## src/rtl/attr_map_pkg.sv

```systemverilog
package attr_map_pkg;
  localparam int ADDR_W = 5;
  localparam logic [ADDR_W-1:0] A_MODE  = 5'd16;
  localparam logic [ADDR_W-1:0] A_OVSC  = 5'd17;
  localparam logic [ADDR_W-1:0] A_PLANE = 5'd18;
  localparam logic [ADDR_W-1:0] A_CSEL  = 5'd20;

  localparam int M_BLINK = 3;
  localparam int M_BYTE  = 6;
  localparam int M_CSEL  = 7;

  typedef struct packed {
    logic [7:0] mode;
    logic [7:0] ovsc;
    logic [3:0] plane;
    logic [3:0] csel;
  } cfg_t;
endpackage

```

## src/rtl/attr_map_regs.sv

```systemverilog
module attr_map_regs
  import attr_map_pkg::*;
#(
  parameter int ATTR_W = 4,
  parameter int PAL_W  = 6,
  localparam int NENT  = 1 << ATTR_W
) (
  input  logic                  clk,
  input  logic                  rst_n,
  input  logic                  cfg_we,
  input  logic [ADDR_W-1:0]     cfg_addr,
  input  logic [7:0]            cfg_wdata,
  input  logic                  disp_en,
  output logic [NENT*PAL_W-1:0] pal_flat,
  output cfg_t                  cfg
);
  // palette entries: writable only while the screen is off
  for (genvar e = 0; e < NENT; e++) begin : g_pal
    always_ff @(posedge clk) begin
      if (!rst_n) begin
        pal_flat[e*PAL_W +: PAL_W] <= '0;
      end else if (cfg_we && !disp_en && cfg_addr == ADDR_W'(e)) begin
        pal_flat[e*PAL_W +: PAL_W] <= cfg_wdata[PAL_W-1:0];
      end
    end
  end

  always_ff @(posedge clk) begin
    if (!rst_n) begin
      cfg.mode  <= '0;
      cfg.ovsc  <= '0;
      cfg.plane <= '1;
      cfg.csel  <= '0;
    end else if (cfg_we) begin
      case (cfg_addr)
        A_MODE:  cfg.mode  <= cfg_wdata;
        A_OVSC:  cfg.ovsc  <= cfg_wdata;
        A_PLANE: cfg.plane <= cfg_wdata[3:0];
        A_CSEL:  cfg.csel  <= cfg_wdata[3:0];
        default: ;
      endcase
    end
  end
endmodule

```

## src/rtl/attr_map_colour.sv

```systemverilog
module attr_map_colour
  import attr_map_pkg::*;
#(
  parameter int ATTR_W = 4,
  parameter int PAL_W  = 6,
  parameter int IDX_W  = 8,
  localparam int NENT  = 1 << ATTR_W
) (
  input  logic [IDX_W-1:0]      in_byte,
  input  logic                  in_fg,
  input  logic                  in_blink,
  input  logic [ATTR_W-1:0]     in_bg,
  input  logic                  in_border,
  input  logic                  disp_en,
  input  logic                  blink_phase,
  input  logic [NENT*PAL_W-1:0] pal_flat,
  input  cfg_t                  cfg,
  output logic [IDX_W-1:0]      idx
);
  logic [ATTR_W-1:0] fg_m, bg_m, col;
  logic [PAL_W-1:0]  pal_val, src_val;
  logic [IDX_W-1:0]  composed;
  logic              use_ovsc;

  // stage 1: plane masking
  assign fg_m = in_byte[ATTR_W-1:0] & cfg.plane;
  assign bg_m = in_bg & cfg.plane;

  // stage 2: blink substitution during the dark phase
  always_comb begin
    col = fg_m;
    if (cfg.mode[M_BLINK] && !blink_phase) begin
      if (!in_fg) begin
        col[ATTR_W-1] = 1'b0;
      end else if (in_blink) begin
        col = {1'b0, bg_m[ATTR_W-2:0]};
      end
    end
  end

  // stage 3: palette lookup
  assign pal_val  = pal_flat[col*PAL_W +: PAL_W];
  assign use_ovsc = in_border || !disp_en;
  assign src_val  = use_ovsc ? cfg.ovsc[PAL_W-1:0] : pal_val;

  // stage 4: upper index bits from palette or colour select
  always_comb begin
    composed = '0;
    composed[3:0] = src_val[3:0];
    composed[5:4] = cfg.mode[M_CSEL] ? cfg.csel[1:0] : src_val[5:4];
    composed[7:6] = cfg.csel[3:2];
  end

  always_comb begin
    if (cfg.mode[M_BYTE]) begin
      idx = use_ovsc ? cfg.ovsc : in_byte;
    end else begin
      idx = composed;
    end
  end
endmodule

```

## src/rtl/attr_map_stage.sv

```systemverilog
module attr_map_stage #(
  parameter int W = 8
) (
  input  logic         clk,
  input  logic         rst_n,
  input  logic         in_valid,
  output logic         in_ready,
  input  logic [W-1:0] in_data,
  output logic         out_valid,
  input  logic         out_ready,
  output logic [W-1:0] out_data
);
  logic take;

  assign in_ready = !out_valid || out_ready;
  assign take     = in_valid && in_ready;

  always_ff @(posedge clk) begin
    if (!rst_n) begin
      out_valid <= 1'b0;
      out_data  <= '0;
    end else begin
      if (in_ready) out_valid <= in_valid;
      if (take)     out_data  <= in_data;
    end
  end
endmodule

```

## src/rtl/attr_map_top.sv

```systemverilog
module attr_map_top
  import attr_map_pkg::*;
#(
  parameter int ATTR_W = 4,
  parameter int PAL_W  = 6,
  parameter int IDX_W  = 8,
  localparam int NENT  = 1 << ATTR_W
) (
  input  logic              clk,
  input  logic              rst_n,
  input  logic              cfg_we,
  input  logic [ADDR_W-1:0] cfg_addr,
  input  logic [7:0]        cfg_wdata,
  input  logic              disp_en,
  input  logic              blink_phase,
  input  logic              in_valid,
  output logic              in_ready,
  input  logic [IDX_W-1:0]  in_byte,
  input  logic              in_fg,
  input  logic              in_blink,
  input  logic [ATTR_W-1:0] in_bg,
  input  logic              in_border,
  output logic              out_valid,
  input  logic              out_ready,
  output logic [IDX_W-1:0]  out_idx
);
  logic [NENT*PAL_W-1:0] pal_flat;
  cfg_t                  cfg_q;
  logic [IDX_W-1:0]      idx_c;

  attr_map_regs #(.ATTR_W(ATTR_W), .PAL_W(PAL_W)) regs_i (
    .clk(clk), .rst_n(rst_n), .cfg_we(cfg_we), .cfg_addr(cfg_addr),
    .cfg_wdata(cfg_wdata), .disp_en(disp_en), .pal_flat(pal_flat), .cfg(cfg_q)
  );

  attr_map_colour #(.ATTR_W(ATTR_W), .PAL_W(PAL_W), .IDX_W(IDX_W)) colour_i (
    .in_byte(in_byte), .in_fg(in_fg), .in_blink(in_blink), .in_bg(in_bg),
    .in_border(in_border), .disp_en(disp_en), .blink_phase(blink_phase),
    .pal_flat(pal_flat), .cfg(cfg_q), .idx(idx_c)
  );

  attr_map_stage #(.W(IDX_W)) stage_i (
    .clk(clk), .rst_n(rst_n), .in_valid(in_valid), .in_ready(in_ready),
    .in_data(idx_c), .out_valid(out_valid), .out_ready(out_ready),
    .out_data(out_idx)
  );
endmodule

```

## config.mk

```make
export PLATFORM = sky130hd
export DESIGN_NAME = attr_map_top
export DESIGN_NICKNAME = d
export VERILOG_FILES = /design/src/rtl/attr_map_pkg.sv /design/src/rtl/attr_map_regs.sv /design/src/rtl/attr_map_colour.sv /design/src/rtl/attr_map_stage.sv /design/src/rtl/attr_map_top.sv
export SDC_FILE = /design/constraint.sdc
export NUM_CORES = 1
export LEC_CHECK = 0
export BUFFER_PORTS_ARGS = -buffer_cell sky130_fd_sc_hd__buf_2
export CAP_MARGIN = 10
export CORE_MARGIN = 4
export CORE_UTILIZATION = 31
export CTS_BUF_LIST = sky130_fd_sc_hd__clkbuf_2 sky130_fd_sc_hd__clkbuf_4 sky130_fd_sc_hd__clkbuf_8
export CTS_CLUSTER_SIZE = 10
export DETAILED_ROUTE_END_ITERATION = 16
export PLACE_DENSITY = 0.58
export SETUP_SLACK_MARGIN = 0.5
export SYNTH_ARGS = -nofsm -noshare
export SYNTH_HDL_FRONTEND = slang
export SYNTH_SLANG_ARGS = --single-unit
```

## constraint.sdc

```tcl
create_clock -name clk -period 4.3 [get_ports clk]
set_clock_uncertainty 0.2 [all_clocks]
set_input_delay 0.43 -clock clk [delete_from_list [all_inputs] [get_ports clk]]
set_output_delay 0.43 -clock clk [all_outputs]
set_load 0.02 [all_outputs]
```

# [Word-level counts from Yosys, hierarchy flattened]
# Cells that the tools add are included.
[classes] n_mul=1 eq_ne=19 n_shift=1 mux=8 bitwise=2 n_reduce_logical=29
[ops] op="indexed part select 96 x 8 -> 6 bit" n=1
[ops] op="equality test 5 x 4 -> 1 bit, second input constant" n=8
[ops] op="equality test 5 x 3 -> 1 bit, second input constant" n=4
[ops] op="equality test 5 bit, second input constant" n=4
[ops] op="logical AND 1 bit" n=19
[ops] op="two-way mux 8 bit" n=2
[ops] op="equality test 5 x 2 -> 1 bit, second input constant" n=2
[ops] op="two-way mux 4 bit" n=2
[ops] op="AND reduction 2 bit" n=4
[ops] op="multiplier 4 x 2 -> 6 bit, second input constant" n=1
[ops] op="two-way mux 6 bit" n=1
[ops] op="equality test 5 x 1 -> 1 bit, second input constant" n=1
[ops] op="logical NOT 5 bit" n=1
[ops] op="bitwise AND 4 bit" n=1
[ops] op="bitwise AND 3 bit" n=1
[ops] op="logical NOT 1 bit" n=3
[ops] op="two-way mux 3 bit" n=1
[ops] op="logical OR 1 bit" n=2
[ops] op="two-way mux 2 bit" n=1
[ops] op="two-way mux 1 bit" n=1
[totals] register_bits=129 output_inout_bits=10 wordCells=82

# [Depth between registers and ports, before layout]
# Gate-level depths: netlist (run 1).
[depth] word_depth=9 mapped_depth=9 mapped_depth_nobuf=6

# [By module]
# From an unflattened synthesis (run 1), not the netlist that was laid out.
[hier_totals] hier_cells=612 hier_area_um2=5990.7
[modules_own_cells] mod="attr_map_regs" instances=1 cells_each=433 area_per_inst_um2=4471.8 seq_area_each_um2=2402.3
[modules_own_cells] mod="attr_map_colour" instances=1 cells_each=139 area_per_inst_um2=1143.6 seq_area_each_um2=0.0
[modules_own_cells] mod="attr_map_stage" instances=1 cells_each=40 area_per_inst_um2=375.4 seq_area_each_um2=180.2

# [Least setup slack after synthesis (run 1)]
# No wires, ideal clock.
[synth_path] path_kind="input to register" start="input port blink_phase" end="register stage_i.out_data[3]" t_arrival_ps=2100 slack_ps=1920 stages=7 cell_sequence="and4b_1 -> buf_6 -> mux2i_4 -> buf_6 -> mux4_2 -> o2bb2ai_1 -> a211oi_2"
[synth_between] elab_chain_len=7
[synth_rtl] element="start: declaration" line="attr_map_top.sv:15" source="input logic blink_phase,"
[synth_rtl] element="logical NOT 1 bit" line="attr_map_colour.sv:32" source="if (cfg.mode[M_BLINK] && !blink_phase) begin"
[synth_rtl] element="logical AND 1 bit" line="attr_map_colour.sv:32"
[synth_rtl] element="two-way mux 4 bit" line="attr_map_colour.sv:32"
[synth_rtl] element="multiplier 4 x 2 -> 6 bit" line="attr_map_colour.sv:42" source="assign pal_val = pal_flat[col*PAL_W +: PAL_W];"
[synth_rtl] element="indexed part select 96 x 8 -> 6 bit" line="attr_map_colour.sv:42"
[synth_rtl] element="two-way mux 6 bit" line="attr_map_colour.sv:44" source="assign src_val = use_ovsc ? cfg.ovsc[PAL_W-1:0] : pal_val;"
[synth_rtl] element="two-way mux 8 bit" line="attr_map_colour.sv:55" source="if (cfg.mode[M_BYTE]) begin"
[synth_rtl] element="end signal: assignment" line="attr_map_stage.sv:24" source="if (take) out_data <= in_data;"
[synth_rtl] element="end: declaration" line="attr_map_stage.sv:11" source="output logic [W-1:0] out_data"
# No other way between the ends.
# A chain may end at the register's enable or synchronous reset.

# [Final worst setup path (run 1)]
[layout_path] start="register, netlist name regs_i.cfg[19]" end="register stage_i.out_data[1]"
[layout_between] elab_chain_len=6
[layout_rtl] element="logical AND 1 bit" line="attr_map_colour.sv:32"
[layout_rtl] element="two-way mux 4 bit" line="attr_map_colour.sv:32"
[layout_rtl] element="multiplier 4 x 2 -> 6 bit" line="attr_map_colour.sv:42"
[layout_rtl] element="indexed part select 96 x 8 -> 6 bit" line="attr_map_colour.sv:42"
[layout_rtl] element="two-way mux 6 bit" line="attr_map_colour.sv:44"
[layout_rtl] element="two-way mux 8 bit" line="attr_map_colour.sv:55"
# No other way between the ends.

==> flow_summary.toml, run 1 <==
[setup_path]
critPathKind = "flop to flop"
path_common_cell = "mux2i_1"
critPathMaxFanout = 12
timing.critical_path.to_type = "flop"
timing.critical_path.cells = "and4b_1 > mux2i_2 > buf_4 > mux2i_1 > mux2i_1 > nor3b_1 > a211oi_1"
worst_ep_required_time_ns = 4.45
cpMaxStageDelayCell = "mux2i_2"
worst_r2r_path_depth = 7
crit_path_launch_type = "flop"
worst-endpoint-arrival_ns = 3.13
timing.critical_path.slowest_cell_delay_ns = 0.88

[synthesis]
yosysUniqueCellTypes = 36
postSynthAreaPerCell_um2 = 10.1
netlist_instances = 598
synthTopCellsByArea = "dfxtp_1 41%, mux2i_1 29%, nor2b_1 12%, clkbuf_1 2.0%, nand2_1 2.0%"
parity_gate_share_of_the_synthesized_area_counting_xor_and_xnor_cells_pct = 0
synth-async-reset-ratio_pct = 0
synthesis.yosys.warnings = 0
synthSimpleGateAreaFrac_pct = 20.2
yosysTopAreaCell = "dfxtp_1"
synthMuxAreaShare_pct = 30.5
synth_edf_count = 0
synth_nets = 633
post-synth-top-area-fraction_pct = 41.0
synth_fa_ha_area_share_pct = 0
synth_compound_gate_area_share_pct = 4.65
combinational_family_with_the_most_area_after_synthesis = "multiplexers"
synth-seq-cells = 124
yosysMostFrequentCell = "mux2i_1"
synth_area_um2 = 6050
synth_commonest_cells = "173 x mux2i_1, 124 x dfxtp_1, 119 x nor2b_1, 33 x clkbuf_1, 32 x nand2_1"
proportion_of_synthesized_chip_area_in_sequential_cells_pct = 41.0
dominantRegCellSynth = "dfxtp_1"

[timing]
final_hold_viol_count = 0
report.final.slew_viol_count = 0
worst_slew_margin_relative_to_its_limit_pct = 32.5
finalHoldWorstSlack_ns = 0.0381
rsz0062_at_grt = "no"
finalWorstPathRequiredPeriod_ns = 2.98
setup_viol = 0
finalCritPeriodShare_pct = 69.4
max_slew.worst_pin.slew_ns = 0.994
fmax_mhz = 335
fin_tns_setup_ns = 0

[die]
core_area_um2 = 19000
fp.dieArea_um2 = 21800
start_util_pct = 31.9
io_pins = 45
placement_rows = 50
die_x_um = 148
die_height_um = 148

[detailed_routing]
routed_via_density = 4.85
first_pass_iters = 5
detail_route.drc_violations = 0
detail-route-antenna-nets = 0
wl_per_cell_um = 17.0
first_iter_violations = 260
routed-via-count = 4327
routed_wirelength_um = 15200

[cells_and_area]
final_design_area_no_fill_um2 = 6770
antenna_cells = 0
fin_nets = 655
areaGrowthSynthToFinish_pct = 11.8
fin_util_pct = 35.7
post_route_cells_drive_above_1_share_pct = 14.4

[power]
vdd_ir_drop_max_v = 0.000144
power_frac_clock_pct = 40.6
leakagePower_nw = 2.76
netSwitchingPower_uw = 563
switching_share_pct = 24.9
pwr-share-comb_pct = 8.1
internal_power_mw = 1.70
power.density_cell_area_nw_per_um2 = 334
report.power.total_mw = 2.26
seqPwrFrac_pct = 51.4

[place]
place.port_buffers = 43
detailed_place.area_um2 = 6420
final_weighted_congestion_in_routability_driven_placement = 0.781
dp.final_hpwl_um = 10600

[global_routing]
first_global_vias = 4378
grt_overflow = 0
groute.usage.overall_pct = 14.3
antenna_found_initial = 0
first_pass_grt_wire_length_um = 24100
grt_max_degree = 86

[min_path]
holdPathStages = 3
hold_path_class = "input pin to flop"

[job]
max-cap-violations = 0

[cts]
number_of_buffers_between_clock_root_and_the_deepest_sink = 2
cts_root_buffer = "clkbuf_8"
tritoncts_clock_tree = "built"
clkTransAtPathRegs_ns = 0.08
numCtsBuffers = 17
cts_num_sinks = 124
cts.repair_timing.setup_buffer_count = 0
clkLatencyLatePin_ns = 0.45
holdBufCountCts = 0
post_cts_resized = 0
h-tree-depth = 4

[outcome]
run_status = "finished, final reports clean"
-- logic make-up after synthesis --
kind of cell,after synthesis
muxes,178
buffers and inverters,47
DFF,124
and+or+nand+nor,211
AOI/OAI and AO/OA,38
-- per-layer routing --
metal	vias to the layer above	track usage (%)	wire length [µm]
li1	2124	-	-
met1	2092	18.0	6950
met2	85	23.5	7350
met3	26	3.00	546
met4	0	6.52	355
met5	-	0	0
-- critical path, delay by kind of cell, from the launching register on --
| kind | cells | cell delay, ns |
|---|---|---|
| mux | 3 | 1.23 |
| flops | 1 | 0.39 |
| compound gates | 1 | 0.27 |
| simple gates | 2 | 0.47 |
| buf+inv | 1 | 0.33 |
-- final cells by class --
cell class | count | area [µm²]
clock buffers | 25 | 313
repair buffers | 48 | 253
clock inverters | 6 | 38.8
well taps | 260 | 325
fillers | 1877 | 12200
flip-flops and latches | 124 | 2480
multi-input cells | 427 | 3350
inverters | 2 | 7.51
-- power groups by stage --
stage	sequential [mW]	clock, mW	combinational [mW]
after CTS	1.16	0.944	0.183
final	1.16	0.917	0.183
after detailed placement	1.19	0	0.183
after global placement	1.19	0	0.180
after floorplan	1.19	0	0.126
after global routing	1.16	0.987	0.197
-- cell usage in the layout (no fill, tap or decap), drive strengths merged, types with 2 or more instances in the layout --
cell type	n
mux2i	174
dfxtp	124
nor2b	119
buf	48
nand2	32
clkbuf	25
nor2	15
a21oi	10
nand3	9
nand2b	8
o22ai	8
and3	6
nor3b	5
a311oi	4
nor3	4
mux4	4
o2bb2ai	4
o211ai	4
a211oi	4
clkinv	4
and2	2
and4b	2
or2	2
inv	2
o32ai	2
nand3b	2
nor4b	2
nand4	2
clkinvlp	2
-- registers in the layout, summed over array words and instances (netlist names) --
signal,flops
stage_i.out_data,8
stage_i.out_valid,1
regs_i.cfg,19
regs_i.pal_flat,96
-- per-stage QoR --
step                cells  worst slack [ns]
finish                892              1.32
global route          892              1.11
CTS                   892              1.29
detailed placement    861              1.11
global placement      861              1.18
floorplan             598              1.92
-- final timing paths --
path / start / end / slack, ns
min reg2reg: regs_i.cfg[6] / regs_i.cfg[6] / 0.29
max reg2reg: regs_i.cfg[19] / stage_i.out_data[1] / 1.32
max: regs_i.cfg[19] / stage_i.out_data[1] / 1.32
min: in_valid / stage_i.out_valid / 0.04
Note: power is estimated with default switching activity, not from simulation.
==> run 2, diff against run 1 <==
--- a/config.mk
+++ b/config.mk
@@ -12,7 +12,7 @@
 export CTS_BUF_LIST = sky130_fd_sc_hd__clkbuf_2 sky130_fd_sc_hd__clkbuf_4 sky130_fd_sc_hd__clkbuf_8
 export CTS_CLUSTER_SIZE = 10
 export DETAILED_ROUTE_END_ITERATION = 16
-export PLACE_DENSITY = 0.58
+export PLACE_DENSITY = 0.59
 export SETUP_SLACK_MARGIN = 0.5
 export SYNTH_ARGS = -nofsm -noshare
 export SYNTH_HDL_FRONTEND = slang
==> constraint.sdc (replaced) <==
create_clock -name clk -period 2.5 [get_ports clk]
set_clock_uncertainty 0.2 [all_clocks]
set_input_delay 0.25 -clock clk [delete_from_list [all_inputs] [get_ports clk]]
set_output_delay 0.25 -clock clk [all_outputs]
set_load 0.02 [all_outputs]
==> run 2 against run 1 <==
First-iteration DRC count fell by 22%. Setup slack got worse by 1.0 ns. Die area did not move. Critical path depth fell by 1. Maximum frequency rose by 34%. Critical endpoint is now stage_i.out_data[3]. Sequential share of layout area fell by 3.1 points. Combinational power rose by 110%. Highest routed layer is now met5. Clock power rose by 120%. Core utilization rose by 3.3 points.
==> flow_summary.toml, run 2 (synthesis gave the netlist of run 1 again) <==
[outcome]
run_status = "finished, final reports clean"

[cells_and_area]
layout.cells.most_common = "mux2i_1"
biggestRegsByFlops = "regs_i.pal_flat x96, regs_i.cfg x19, stage_i.out_data x8"
areaGrowthSynthToFinish_pct = 22.0
layout.cells.most_common_list = "165 x mux2i_1, 123 x dfxtp_1, 119 x nor2b_1"
largest_register_ffs = 96
fin_util_pct = 39.0
post_route_cells_drive_above_1_share_pct = 21.7
fin_nets = 682
registers.top_by_ff_count = "regs_i.pal_flat"
number_of_fillers_in_the_final_layout = 1855

[setup_path]
critPathMaxFanout = 6
critPathKind = "flop to flop"
crit_path_launch_type = "flop"
worst_ep_required_time_ns = 2.67
timing.critical_path.to_type = "flop"
worst-endpoint-arrival_ns = 2.40

[timing]
fmax_mhz = 450
finalCritPeriodShare_pct = 88.9
final_hold_viol_count = 0
finalWorstPathRequiredPeriod_ns = 2.22
fin_tns_setup_ns = 0
worst_slew_margin_relative_to_its_limit_pct = 62.2
finalHoldWorstSlack_ns = 0.0410
report.final.slew_viol_count = 0
rsz0062_at_grt = "yes"
setup_viol = 0
max_slew.worst_pin.slew_ns = 0.567

[die]
io_pins = 45
die_x_um = 148
fp.dieArea_um2 = 21800
start_util_pct = 31.9
placement_rows = 50
die_height_um = 148
core_area_um2 = 19000

[detailed_routing]
routed_wirelength_um = 15900
routed_via_density = 4.85
detail-route-antenna-nets = 0
wl_per_cell_um = 17.3
routed-via-count = 4468
first_iter_violations = 204
detail_route.drc_violations = 0
first_pass_iters = 4

[cts]
clkTransAtPathRegs_ns = 0.08
clkLatencyLatePin_ns = 0.45
tritoncts_clock_tree = "built"
number_of_buffers_between_clock_root_and_the_deepest_sink = 2
cts_num_sinks = 124
cts_root_buffer = "clkbuf_8"
h-tree-depth = 4
numCtsBuffers = 17

[global_routing]
global_route.usage.met2_pct = 24.9
use_met1_pct = 18.5
antenna_found_initial = 2
grtUsageMet3_pct = 3.40
grt_overflow = 0
grt_max_degree = 72
first_global_vias = 4667
globalRoute.busiestLayer = "met2"
groute.usage.overall_pct = 14.9
first_pass_grt_wire_length_um = 25100

[min_path]
hold_path_class = "input pin to flop"

[power]
power.density_cell_area_nw_per_um2 = 599
report.power.total_mw = 4.43
vdd_ir_drop_max_v = 0.000283
leakagePower_nw = 3.00

[place]
place.port_buffers = 43
final_weighted_congestion_in_routability_driven_placement = 0.794
dp.final_hpwl_um = 10700

[job]
max-cap-violations = 0
[run 2: cell count changes in the layout (fill, tap and decap cells not counted), moves of 6 or more]
cell and change:
o22ai_1 -8, mux2i_1 -7, o22ai_2 +8, mux2i_2 +6, buf_4 +11
[run 2: final timing paths]
path	slack, ns	depth (start not counted)	from	to
worst max-delay path	0.28	6	regs_i.cfg[19]	stage_i.out_data[3]
worst min-delay path	0.04	5	in_byte[7]	stage_i.out_data[7]
worst max register to register	0.28	6	regs_i.cfg[19]	stage_i.out_data[3]
worst min register to register	0.27	2	regs_i.cfg[6]	regs_i.cfg[6]
[run 2: timing repair]
| item | CTS | global route |
|---|---|---|
| hold buffers | 5 | 0 |
| setup endpoints to repair | 6 | 7 |
| gates resized for setup | 12 | 22 |
| cloned | 1 | 2 |
| buffers inserted | 5 | 1 |
| pin swaps | 4 | 5 |
| endpoints found under the hold margin | 19 | 0 |
[run 2: layout make-up]
cell class	instances	area, µm²	share of cell area [%]
inverters	2	7.51	0.102
well taps	260	325	4.40
multi-input cells	427	3500	47.3
flip-flops and latches	124	2480	33.6
clock inverters	13	195	2.64
clock buffers	19	262	3.54
diodes	1	2.50	0.0339
repair buffers	75	616	8.33
[run 2: worst max-delay path: stages, from the launching register on]
cell	delay, ns
dfxtp_2	0.32
and4b_2	0.28
mux2i_4	0.27
buf_12	0.17
mux4_2	0.56
o2bb2ai_2	0.16
a211oi_2	0.19
[run 2: layer usage]
metal,routed length [µm],part of all wire [%],vias to the layer above
met5,13,0.082,-
met4,385,2.4,2
met3,510,3.2,30
met2,7720,48,86
met1,7300,46,2167
li1,-,-,2183
[run 2: report_power, final]
group / total [mW] / switching, mW / internal [mW] / leakage, nW
sequential: 2.00 / 0.00820 / 1.99 / 1.00
clock: 2.04 / 0.814 / 1.23 / 0.231
combinational: 0.389 / 0.215 / 0.174 / 1.77
total: 4.43 / 1.04 / 3.39 / 3.00
[run 2: stage by stage]
step	cell area [µm²]	setup WS, ns	std cells
5_1_grt	7390	0.213	921
2_1_floorplan	6060	0.290	598
3_3_place_gp	6560	0.101	874
3_5_place_dp	6560	0.0176	874
6_report	7390	0.276	921
4_1_cts	7230	0.279	917
==> run 3, diff against run 2 <==
--- a/config.mk
+++ b/config.mk
@@ -6,13 +6,14 @@
 export NUM_CORES = 1
 export LEC_CHECK = 0
 export BUFFER_PORTS_ARGS = -buffer_cell sky130_fd_sc_hd__buf_2
-export CAP_MARGIN = 10
+export CELL_PAD_IN_SITES_DETAIL_PLACEMENT = 2
+export CELL_PAD_IN_SITES_GLOBAL_PLACEMENT = 2
 export CORE_MARGIN = 4
 export CORE_UTILIZATION = 31
 export CTS_BUF_LIST = sky130_fd_sc_hd__clkbuf_2 sky130_fd_sc_hd__clkbuf_4 sky130_fd_sc_hd__clkbuf_8
 export CTS_CLUSTER_SIZE = 10
 export DETAILED_ROUTE_END_ITERATION = 16
-export PLACE_DENSITY = 0.59
+export PLACE_DENSITY = 0.79
 export SETUP_SLACK_MARGIN = 0.5
 export SYNTH_ARGS = -nofsm -noshare
 export SYNTH_HDL_FRONTEND = slang
==> run 3 against run 2 <==
The flow now finishes with violations (negative setup slack). Final cell count is 0.22% higher. Total power is 2.1% lower. Critical path type unchanged. Combinational power is 13% higher. Via count is 7.9% higher. Sequential share of layout area is 0.52 points lower. Setup slack worse by 0.35 ns. Non-clock buffer count is 3 higher. Final area is 1.6% higher. Die area stayed put. Routed wire length is 40% higher. Flip-flop and latch count stayed put. Critical path depth is 2 higher.
==> flow_summary.toml, run 3 (synthesis gave the netlist of run 1 again) <==
[cells_and_area]
layout.cells.most_common_list = "156 x mux2i_1, 123 x dfxtp_1, 118 x nor2b_1"
areaGrowthSynthToFinish_pct = 24.0
fin_nets = 685
antenna_cells = 0
post_route_cells_drive_above_1_share_pct = 24.0
registers.top_by_ff_count = "regs_i.pal_flat"
fin_util_pct = 39.6
number_of_fillers_in_the_final_layout = 1995
largest_register_ffs = 96
layout.cells.most_common = "mux2i_1"
biggestRegsByFlops = "regs_i.pal_flat x96, regs_i.cfg x19, stage_i.out_data x8"

[place]
dp.final_hpwl_um = 12800
final_weighted_congestion_in_routability_driven_placement = 0.801
pre_cts_slack_ns = 0.0486
place.port_buffers = 43

[setup_path]
critPathKind = "flop to flop"
cpMaxStageDelayCell = "nor2_1"
worst_ep_required_time_ns = 2.64
reg2reg_setup_slack_ns = -0.07
critPathMaxFanout = 7
path_buf_inv = 2
critPathTopFamily = "simple AND/OR/NAND/NOR gates"
timing.critical_path.slowest_cell_delay_ns = 0.61
crit_path_launch_type = "flop"
timing.critical_path.cells = "and4b_2 > buf_6 > buf_4 > mux2i_1 > nor2b_2 > nor2_1 > o2bb2ai_1 > a211oi_1"
worst-endpoint-arrival_ns = 2.71
timing.critical_path.to_type = "flop"

[power]
power.density_cell_area_nw_per_um2 = 578
report.power.total_mw = 4.33
leakagePower_nw = 3.00
vdd_ir_drop_max_v = 0.000230

[die]
die_height_um = 148
start_util_pct = 31.9
die_x_um = 148
placement_rows = 50
fp.dieArea_um2 = 21800
core_area_um2 = 19000
io_pins = 45

[cts]
cts_num_sinks = 124
clkTransAtPathRegs_ns = 0.08
h-tree-depth = 4
cts_root_buffer = "clkbuf_8"
tritoncts_clock_tree = "built"
number_of_buffers_between_clock_root_and_the_deepest_sink = 2
clkLatencyLatePin_ns = 0.47
numCtsBuffers = 17

[timing]
finalHoldWorstSlack_ns = 0.0401
finalWorstPathRequiredPeriod_ns = 2.57
finalCritPeriodShare_pct = 103
max_slew.worst_pin.slew_ns = 0.788
rsz0062_at_grt = "yes"
worst_slew_margin_relative_to_its_limit_pct = 47.2
fmax_mhz = 389
fin_tns_setup_ns = -0.0757
report.final.slew_viol_count = 0
final_hold_viol_count = 0
setup_viol = 2
post-route-worst-setup-slack_ns = -0.0687

[detailed_routing]
detail-route-antenna-nets = 0
routed_wirelength_um = 22300
wl_per_cell_um = 24.2
detail_route.drc_violations = 0
routed_via_density = 5.22
routed-via-count = 4821
first_iter_violations = 160
first_pass_iters = 5

[outcome]
run_status = "finished with violations"
violations = "negative setup slack"

[global_routing]
groute.usage.overall_pct = 18.4
first_global_vias = 5220
first_pass_grt_wire_length_um = 30700
grt_max_degree = 50
grt_overflow = 0
antenna_found_initial = 0

[job]
max-cap-violations = 0

[min_path]
hold_path_class = "input pin to flop"
## run 3: cell count changes in the layout (fill, tap and decap cells not counted), sizes merged
cell	before	now
clkbuf	22	24
diode	1	0
clkinvlp	2	3
buf	67	73
dlygate4sd3	5	4
bufinv	5	2
clkinv	6	4
## run 3: where the power goes
group | internal (mW) | total [mW] | leakage, nW | switching, mW
logic | 0.185 | 0.441 | 1.79 | 0.256
clock network | 1.03 | 1.89 | 0.208 | 0.865
registers | 1.99 | 2.00 | 1.00 | 0.0100
## run 3: per-stage QoR
| step | area (µm²) | cells |
|---|---|---|
| 2_1_floorplan | 6060 | 598 |
| 3_3_place_gp | 6590 | 876 |
| 3_5_place_dp | 6590 | 876 |
| 4_1_cts | 7200 | 917 |
| 5_1_grt | 7500 | 923 |
| 6_report | 7500 | 923 |
## run 3: per-layer routing
layer	vias to the layer above	GRT usage, %	part of all wire [%]
met5	-	0	0
met4	0	6.20	3.8
met3	54	3.40	3.6
met2	110	33.7	54
met1	2475	21.6	39
li1	2182	-	-
## run 3: worst min-delay path, delay by kind of cell
family	cells	cell delay (ns)
AO/OA/AOI/OAI	2	0.21
buffers and inverters	1	0.10
AND/OR/NAND/NOR	2	0.10
## run 3: area by class of cell
cell class                      instances  area [µm²]  area share, %
Timing Repair Buffer                   78         644           8.59
Clock inverter                          9         110           1.47
Sequential cell                       124        2480           33.1
Clock buffer                           23         310           4.14
Multi-Input combinational cell        427        3620           48.3
Tap cell                              260         325           4.34
Inverter                                2        7.51          0.100
## run 3: worst paths after layout
kind	from	to	depth (start not counted)
worst max-delay path	regs_i.cfg[19]	stage_i.out_data[0]	8
worst min-delay path	in_byte[6]	stage_i.out_data[6]	5
worst max register to register	regs_i.cfg[19]	stage_i.out_data[0]	8
worst min register to register	regs_i.cfg[7]	regs_i.cfg[7]	2
## run 3: repair_timing
item                                   CTS  global route
buffers inserted                         3             5
gates resized for setup                 12            43
cloned                                   2             1
endpoints found under the hold margin    5             0
pin swaps                                4             9
hold buffers                             4             0
setup endpoints to repair                6             6
